[src/rtl/pgr_pkg.sv]
package pgr_pkg;

    typedef enum logic {
        ST_LOCKED = 1'b0,
        ST_OPEN   = 1'b1
    } lock_state_t;

    localparam int NUM_PERIPH_DEF = 9;
    localparam int DATA_W         = 32;
    localparam int IDX_PCI        = 0;
    localparam int IDX_HPI        = 1;
    localparam logic [3:0] BOOT_PCI_HOST = 4'b0111;
    localparam logic [3:0] BOOT_HPI_HOST = 4'b0001;

    // Word bit that holds enable index i (PCI at bit 20, stepping down by 2).
    function automatic int en_pos(input int i);
        return 20 - 2 * i;
    endfunction

endpackage

[src/rtl/pgr_unlock_fsm.sv]
module pgr_unlock_fsm #(
    parameter int WINDOW_CYC = 16
) (
    input  logic clk,
    input  logic rst_n,
    input  logic key_ok,
    input  logic key_bad,
    input  logic ena_wr,
    output logic win_open,
    output logic grant,
    output logic err_pulse
);
    import pgr_pkg::*;

    localparam int CNT_W = (WINDOW_CYC > 1) ? $clog2(WINDOW_CYC) : 1;
    localparam logic [CNT_W-1:0] CNT_LOAD = CNT_W'(WINDOW_CYC - 1);

    lock_state_t state_q, state_d;
    logic [CNT_W-1:0] cnt_q, cnt_d;
    logic err_d;

    // Next state and window count.
    always_comb begin
        state_d = state_q;
        cnt_d   = cnt_q;
        unique case (state_q)
            ST_LOCKED: begin
                if (key_ok) begin
                    state_d = ST_OPEN;      // UNLOCK
                    cnt_d   = CNT_LOAD;
                end
            end
            ST_OPEN: begin
                if (key_ok) begin
                    cnt_d = CNT_LOAD;       // RESTART
                end else if (key_bad) begin
                    state_d = ST_LOCKED;    // REJECT
                end else if (ena_wr) begin
                    state_d = ST_LOCKED;    // CONSUME
                end else if (cnt_q == '0) begin
                    state_d = ST_LOCKED;    // EXPIRE
                end else begin
                    cnt_d = cnt_q - 1'b1;
                end
            end
            default: state_d = ST_LOCKED;
        endcase
    end

    // State register.
    always_ff @(posedge clk) begin
        if (!rst_n) begin
            state_q <= ST_LOCKED;
            cnt_q   <= '0;
        end else begin
            state_q <= state_d;
            cnt_q   <= cnt_d;
        end
    end

    // Outputs.
    always_comb begin
        win_open = 1'b0;
        grant    = 1'b0;
        err_d    = 1'b0;
        unique case (state_q)
            ST_LOCKED: err_d = ena_wr;
            ST_OPEN: begin
                win_open = 1'b1;
                grant    = ena_wr;
            end
            default: err_d = 1'b0;
        endcase
    end

    always_ff @(posedge clk) begin
        if (!rst_n) err_pulse <= 1'b0;
        else        err_pulse <= err_d;
    end

endmodule

[src/rtl/pgr_enable_bank.sv]
module pgr_enable_bank #(
    parameter int NUM_PERIPH = 9
) (
    input  logic                  clk,
    input  logic                  rst_n,
    input  logic [3:0]            boot_sel,
    input  logic                  load,
    input  logic [NUM_PERIPH-1:0] new_bits,
    output logic [NUM_PERIPH-1:0] en_q
);
    import pgr_pkg::*;

    for (genvar i = 0; i < NUM_PERIPH; i++) begin : g_bit
        logic rst_val;
        if (i == IDX_PCI) begin : g_pci
            assign rst_val = (boot_sel == BOOT_PCI_HOST);
        end else if (i == IDX_HPI) begin : g_hpi
            assign rst_val = (boot_sel == BOOT_HPI_HOST);
        end else begin : g_zero
            assign rst_val = 1'b0;
        end

        always_ff @(posedge clk) begin
            if (!rst_n)    en_q[i] <= rst_val;
            else if (load) en_q[i] <= new_bits[i];
        end
    end

endmodule

[src/rtl/periph_gate_reg.sv]
module periph_gate_reg #(
    parameter int          ADDR_W     = 4,
    parameter int          LOCK_ADDR  = 0,
    parameter int          ENA_ADDR   = 1,
    parameter logic [31:0] KEY        = 32'hC0DE_5A17,
    parameter int          WINDOW_CYC = 16,
    parameter int          NUM_PERIPH = 9
) (
    input  logic                  clk,
    input  logic                  rst_n,
    input  logic [3:0]            boot_sel,
    input  logic [ADDR_W-1:0]     bus_addr,
    input  logic                  bus_we,
    input  logic [31:0]           bus_wdata,
    output logic [31:0]           bus_rdata,
    output logic [NUM_PERIPH-1:0] periph_en,
    output logic                  wr_err
);
    import pgr_pkg::*;

    localparam logic [ADDR_W-1:0] A_LOCK = ADDR_W'(LOCK_ADDR);
    localparam logic [ADDR_W-1:0] A_ENA  = ADDR_W'(ENA_ADDR);

    logic sel_lock, sel_ena, key_ok, key_bad, ena_wr;
    logic win_open, grant;
    logic [NUM_PERIPH-1:0] wr_bits;
    logic [31:0] ena_word;

    assign sel_lock = (bus_addr == A_LOCK);
    assign sel_ena  = (bus_addr == A_ENA);
    assign key_ok   = bus_we && sel_lock && (bus_wdata == KEY);
    assign key_bad  = bus_we && sel_lock && (bus_wdata != KEY);
    assign ena_wr   = bus_we && sel_ena;

    for (genvar i = 0; i < NUM_PERIPH; i++) begin : g_pick
        assign wr_bits[i] = bus_wdata[en_pos(i)];
    end

    pgr_unlock_fsm #(
        .WINDOW_CYC(WINDOW_CYC)
    ) fsm_i (
        .clk      (clk),
        .rst_n    (rst_n),
        .key_ok   (key_ok),
        .key_bad  (key_bad),
        .ena_wr   (ena_wr),
        .win_open (win_open),
        .grant    (grant),
        .err_pulse(wr_err)
    );

    pgr_enable_bank #(
        .NUM_PERIPH(NUM_PERIPH)
    ) bank_i (
        .clk     (clk),
        .rst_n   (rst_n),
        .boot_sel(boot_sel),
        .load    (grant),
        .new_bits(wr_bits),
        .en_q    (periph_en)
    );

    always_comb begin
        ena_word = '0;
        for (int i = 0; i < NUM_PERIPH; i++) begin
            ena_word[en_pos(i)] = periph_en[i];
        end
    end

    always_comb begin
        if (sel_ena)       bus_rdata = ena_word;
        else if (sel_lock) bus_rdata = {31'b0, win_open};
        else               bus_rdata = '0;
    end

endmodule

[config.mk]
export PLATFORM = sky130hd
export DESIGN_NAME = periph_gate_reg
export DESIGN_NICKNAME = d
export VERILOG_FILES = /design/src/rtl/pgr_pkg.sv /design/src/rtl/pgr_unlock_fsm.sv /design/src/rtl/pgr_enable_bank.sv /design/src/rtl/periph_gate_reg.sv
export SDC_FILE = /design/constraint.sdc
export NUM_CORES = 1
export LEC_CHECK = 0
export BUFFER_PORTS_ARGS = -buffer_cell sky130_fd_sc_hd__buf_2
export CAP_MARGIN = 20
export CORE_MARGIN = 2
export CORE_UTILIZATION = 38
export CTS_CLUSTER_DIAMETER = 60
export DETAILED_ROUTE_END_ITERATION = 8
export PLACE_DENSITY = 0.8
export SLEW_MARGIN = 20
export SYNTH_ARGS = -nofsm -noshare
export SYNTH_HDL_FRONTEND = slang
export SYNTH_SLANG_ARGS = --single-unit
[constraint.sdc]
create_clock -name clk -period 2.9 [get_ports clk]
set_input_delay 0.58 -clock clk [delete_from_list [all_inputs] [get_ports clk]]
set_output_delay 0.58 -clock clk [all_outputs]
set_load 0.01 [all_outputs]
==> results.ini, run 1 <==
[place]
port_buffers=62
placed_area_sq_mm=0.001266
place_inst=202
place_congestion=0.7304
post-dp-hpwl_um=1856

[drt]
wirelength_um=2201
first_iter_violations=11
met2WireLength_um=1136
drtAntennaViolNets=0
first_pass_iters=4
drt-met1-wl_um=859
post_drt_wl_per_cell_um=10.68
drc=0
topRoutingLayerUsed=met4
route.vias.total=944
via_per_inst=4.583
route.met3.wl_um=188

[logic_synthesis]
synth.avg_cell_area_sq_um=8.915
synth_edf_count=2
yosysUniqueCellTypes=31
yosysTopAreaCellShare_pct=26.07
synth_xor_area_share_pct=0
synth_compound_area_share_pct=7.143
async_flop_share_pct=0
syn_area_sq_um=998.5
synth_top_family_by_area=simple AND/OR/NAND/NOR gates
synth_fa_ha_area_share_pct=2.506
yosys_warnings=0
syn_inst=112
dominantRegCellSynth=dfxtp_1
seq_area_frac_synth_pct=32.08
yosys.area.top_type=dfxtp_1
ys_ff_latch=15
ys_top_cells_by_area=dfxtp_1, buf_4, mux2i_1
synthMuxAreaShare_pct=9.023
synth_simple_gate_area_share_pct=29.32

[clock_network]
cts_resized=0
cts_tree=yes
ctsHoldBuffers=0
cts_buffer_depth=2
cts-buffers-inserted=3
cts_root_buffer=clkbuf_4
clock_latency_ps=290
path_clk_slew_ps=100
clock-sinks=15
htreeDepth=1
post_cts_buffers=0

[floorplanning]
dieHeight_um=55.26
num_io_pins=85
placementRows=18
die_w_um=55.26
fp.dieArea_sq_mm=0.003054
coreArea_sq_mm=0.002477
start_util_pct=40.30

[cells_and_area]
drive_gt1_share_pct=40.34
fin_area_sq_mm=0.001294
fin_nets=222
final_common_cell=buf_2
instances_no_fill=206
n_antenna_cell=0
final_cell_mix=buf_2, conb_1, dfxtp_1, and2_1
syn2layout_area_growth_pct=29.57

[grt]
track_usage_pct=14.22
grt_overflow_total=0
grt_pass1_wl_um=3608
grt_pass1_vias=832
grt_max_degree=13
antenna_found_initial=0

[critical_path]
crit_path_start_kind=input pin
cp.arrival_ps=2290
worstSetupPathType=in -> reg
slowest_stage=or4b_1
cp_slowest_stage_delay_ps=500
end_kind=register
cp_cell_sequence=buf_2 -> or4b_1 -> or4_1 -> or3_4 -> a311oi_2
worstPathBufferInverterCount=1
critPathRequiredTime_ps=3110
worstPathMaxFanout=5
cp_top_family=simple AND/OR/NAND/NOR gates

[pwr]
power_density_mw_per_mm2=312.9
ir_drop_mv=0.2326
power_leakage_nw=0.7209

[sta]
rsz0062_at_grt=false
clock.fmax_mhz=479.5
relSlewSlack_pct=37.00
period_share_pct=71.92
period_minus_slack_ps=2086
finalSetupTns_ps=0
slew_violations=0
setup_viol=0
clock_skew_ps=5.794
hold_viol=0
max_slew.worst_pin.slew_ps=933.2

[job]
drv_cap=0

[status]
status=complete, no violations

[min_path]
min_path_type=reg -> reg

==> power breakdown <==
part	total, mW	switching [mW]	internal, mW
Sequential	0.214	0.000759	0.213
Clock	0.124	0.0731	0.0513
Combinational	0.0666	0.0367	0.0298
==> cells in the mapped netlist (2+ instances only) <==
| library cell | count |
|---|---|
| edfxtp_1 | 2 |
| inv_1 | 6 |
| a21oi_1 | 4 |
| nor3_1 | 2 |
| nor4b_1 | 2 |
| and2_1 | 10 |
| nand3_1 | 3 |
| dfxtp_1 | 13 |
| mux2i_1 | 9 |
| clkbuf_1 | 2 |
| ha_1 | 2 |
| buf_4 | 22 |
| nand2_1 | 5 |
| nor4bb_1 | 3 |
| nor2_1 | 9 |
| or4b_1 | 2 |
| nand4b_1 | 2 |
==> routing by layer <==
metal / global-route usage (%) / up-vias
li1: - / 478
met1: 15.99 / 423
met2: 25.85 / 41
met3: 5.386 / 2
met4: 2.091 / 0
met5: 0 / -
==> cell type report <==
cell class / count / area (sq um)
clock buffer: 3 / 22.52
clock inverter: 1 / 5.005
fill: 258 / 1184
inverter: 6 / 22.52
multi-input combinational: 88 / 568.0
sequential: 15 / 320.3
tap: 30 / 37.54
timing repair buffer: 63 / 317.8
==> final timing paths <==
| path | startpoint | to | slack (ps) | cells after the start |
|---|---|---|---|---|
| worst max-delay path | bus_wdata[27] | fsm_i.cnt_q[1] | 810 | 5 |
| worst min-delay path | bank_i.en_q[6] | bank_i.en_q[6] | 520 | 2 |
| worst max register to register | fsm_i.cnt_q[0] | fsm_i.cnt_q[1] | 990 | 6 |
| worst min register to register | bank_i.en_q[6] | bank_i.en_q[6] | 520 | 2 |
==> sequential cells by signal, indices dropped and copies added, names as in the netlist <==
signal           cells
bank_i.en_q          9
fsm_i.err_pulse      1
fsm_i.cnt_q          4
fsm_i.state_q        1
==> worst min-delay path, delay by kind of cell (launching register included) <==
kind / cells / cell delay (ps)
DFF: 1 / 350
and+or+nand+nor: 1 / 70
muxes: 1 / 70
==> kinds of logic (layout without fill, tap and decap cells) <==
family                   count (synthesis)  in the layout
other                                    1             22
AO/OA/AOI/OAI                           10             10
buffers and inverters                   30             73
AND/OR/NAND/NOR                         45             45
flip-flops                              15             15
adder cells (fa/ha/maj)                  2              2
multiplexers                             9              9
==> stage by stage <==
stage	hold slack [ps]	setup WS, ps	power [mW]	utilization [%]
2_1_floorplan	469.8	642.1	0.2683	-
3_3_place_gp	495.0	520.0	0.2839	51.11
3_5_place_dp	503.5	506.8	0.2852	51.11
4_1_cts	520.8	808.5	0.4074	52.22
5_1_grt	536.4	760.0	0.4239	52.22
6_report	515.8	814.4	0.4048	52.22
Power figures use the tool's default switching activity.
==> inputs of run 2 (changes only) <==
clock period = 1.96 ns   (was 2.9 ns; I/O delays follow)
==> results.ini, run 2 (same netlist as run 1, synthesis figures left out) <==
[critical_path]
worstRegToRegCells=7  ; +1
cp_slowest_stage_delay_ps=520  ; +20 ps
worstPathMaxFanout=5  ; unchanged
r2r-start=fsm_i.cnt_q[0]
worstReg2RegEnd=fsm_i.cnt_q[1]
slowest_stage=or4b_1
crit_path_start_kind=input pin
end_kind=register
critPathRequiredTime_ps=2150  ; -960 ps
cp.arrival_ps=2110  ; -180 ps
crit_path_start=bus_wdata[27]
cp_cell_sequence=buf_2 -> or4b_1 -> or4_1 -> or3_4 -> a311oi_2
worstSetupPathType=in -> reg
r2r_slack_ps=450  ; -540 ps

[min_path]
hold_end=bank_i.en_q[8]
hold_start=bus_wdata[4]
min_path_type=in -> reg
worstHoldPathCells=3  ; +1

[clock_network]
cts_resized=0  ; unchanged
clock_latency_ps=280  ; about the same
ctsHoldBuffers=0  ; unchanged
htreeDepth=1  ; unchanged
clock-sinks=15  ; unchanged
post_cts_buffers=0  ; unchanged
cts_buffer_depth=2  ; unchanged
cts_root_buffer=clkbuf_4
path_clk_slew_ps=90  ; about the same
cts_tree=yes
cts-buffers-inserted=3  ; unchanged

[drt]
first_pass_iters=4  ; unchanged
drtAntennaViolNets=0  ; unchanged
drc=0  ; unchanged
first_iter_violations=23  ; +12
wirelength_um=2214  ; +0.59%
route.vias.total=967  ; +2.4%
post_drt_wl_per_cell_um=10.64  ; -0.38%
via_per_inst=4.649  ; +1.5%

[floorplanning]
start_util_pct=40.30  ; unchanged
dieHeight_um=55.26  ; unchanged
num_io_pins=85  ; unchanged
coreArea_sq_mm=0.002477  ; unchanged
die_w_um=55.26  ; unchanged
fp.dieArea_sq_mm=0.003054  ; unchanged
placementRows=18  ; unchanged

[place]
post-dp-hpwl_um=1771  ; -4.6%
port_buffers=62  ; unchanged
pre_cts_ws_ps=-266.9  ; -773.6 ps
place_congestion=0.7865  ; +7.7%

[cells_and_area]
fin_util_pct=52.83  ; +0.61 points
syn2layout_area_growth_pct=31.08
regMostFlops=bank_i.en_q
largest_reg_flops=9  ; unchanged
final_common_cell=buf_2
drive_gt1_share_pct=41.01  ; +0.67 points
largestRegisters=bank_i.en_q (9), fsm_i.cnt_q (4)
multiInputGateArea_sq_um=568.0  ; unchanged
regArea_sq_um=320.3  ; unchanged
n_antenna_cell=0  ; unchanged
fin_nets=224  ; +0.90%
final_cell_mix=buf_2, conb_1, dfxtp_1, and2_1
nFillCells=251  ; -2.7%

[sta]
clock_skew_ps=5.455  ; -0.3387 ps
finalSetupTns_ps=0  ; unchanged
clock.fmax_mhz=521.5
fin_ws_ps=42.37  ; -772.0 ps
rsz0062_at_grt=false
period_share_pct=97.84
slew_violations=0  ; unchanged
hold_viol=0  ; unchanged
setup_viol=0  ; unchanged
period_minus_slack_ps=1918

[grt]
antenna_found_initial=0  ; unchanged
grt_overflow_total=0  ; unchanged
grt_pass1_wl_um=3553  ; -1.5%
grt_max_degree=13  ; unchanged
grt_pass1_vias=861  ; +3.5%
track_usage_pct=14.57  ; +0.34 points

[pwr]
power_density_mw_per_mm2=450.4  ; +44%
power_leakage_nw=0.7292  ; +1.2%
ir_drop_mv=0.2759  ; +19%

[job]
drv_cap=0  ; unchanged

[status]
status=complete, no violations

-- run 2: cell count changes in the layout (fill, tap and decap cells not counted), sizes merged --
| cell | previous run | this run |
|---|---|---|
| buf | 63 | 65 |
-- run 2: per-stage QoR --
step	cells	total power, mW	hold WS [ps]	instance area (sq um)
after CTS	208	0.5999	340.4	1309
after detailed placement	204	0.4203	503.6	1281
after floorplan	133	0.3970	469.8	1077
after global routing	208	0.6258	355.3	1309
after global placement	204	0.4193	501.0	1281
final	208	0.5894	349.9	1309
-- run 2: final cells by class --
type	count	area share [%]
Tap cell	30	2.868
Multi-Input combinational cell	88	43.40
Timing Repair Buffer	65	25.43
Sequential cell	15	24.47
Inverter	6	1.721
Clock buffer	3	1.721
Clock inverter	1	0.3824
-- run 2: power breakdown --
group	internal, mW	total, mW	switching, mW
Clock	0.0757	0.175	0.0997
Combinational	0.0441	0.0975	0.0534
Sequential	0.315	0.316	0.00125
-- run 2: metal layers --
layer  global-route usage, %  part of all wire (%)  wire (um)  vias to the layer above
met3                   2.810                    11        252                        2
met4                   7.317                  0.77         17                        0
met1                   17.01                    40        890                      430
met5                       0                     0          0                        -
li1                        -                     -          -                      478
met2                   25.17                    48       1054                       57
-- run 2: critical path, delay by kind of cell --
kind / cells / cell delay [ps]
AO/OA/AOI/OAI: 1 / 210
AND/OR/NAND/NOR: 3 / 1420
buffers and inverters: 1 / 90
-- run 2: worst max path at each step --
stage	cells past startpoint	to
finish	5	fsm_i.cnt_q[1]
floorplan	4	fsm_i.cnt_q[1]
global placement	5	fsm_i.cnt_q[1]
detailed placement	5	fsm_i.cnt_q[1]
CTS	5	fsm_i.cnt_q[1]
global route	5	fsm_i.cnt_q[1]
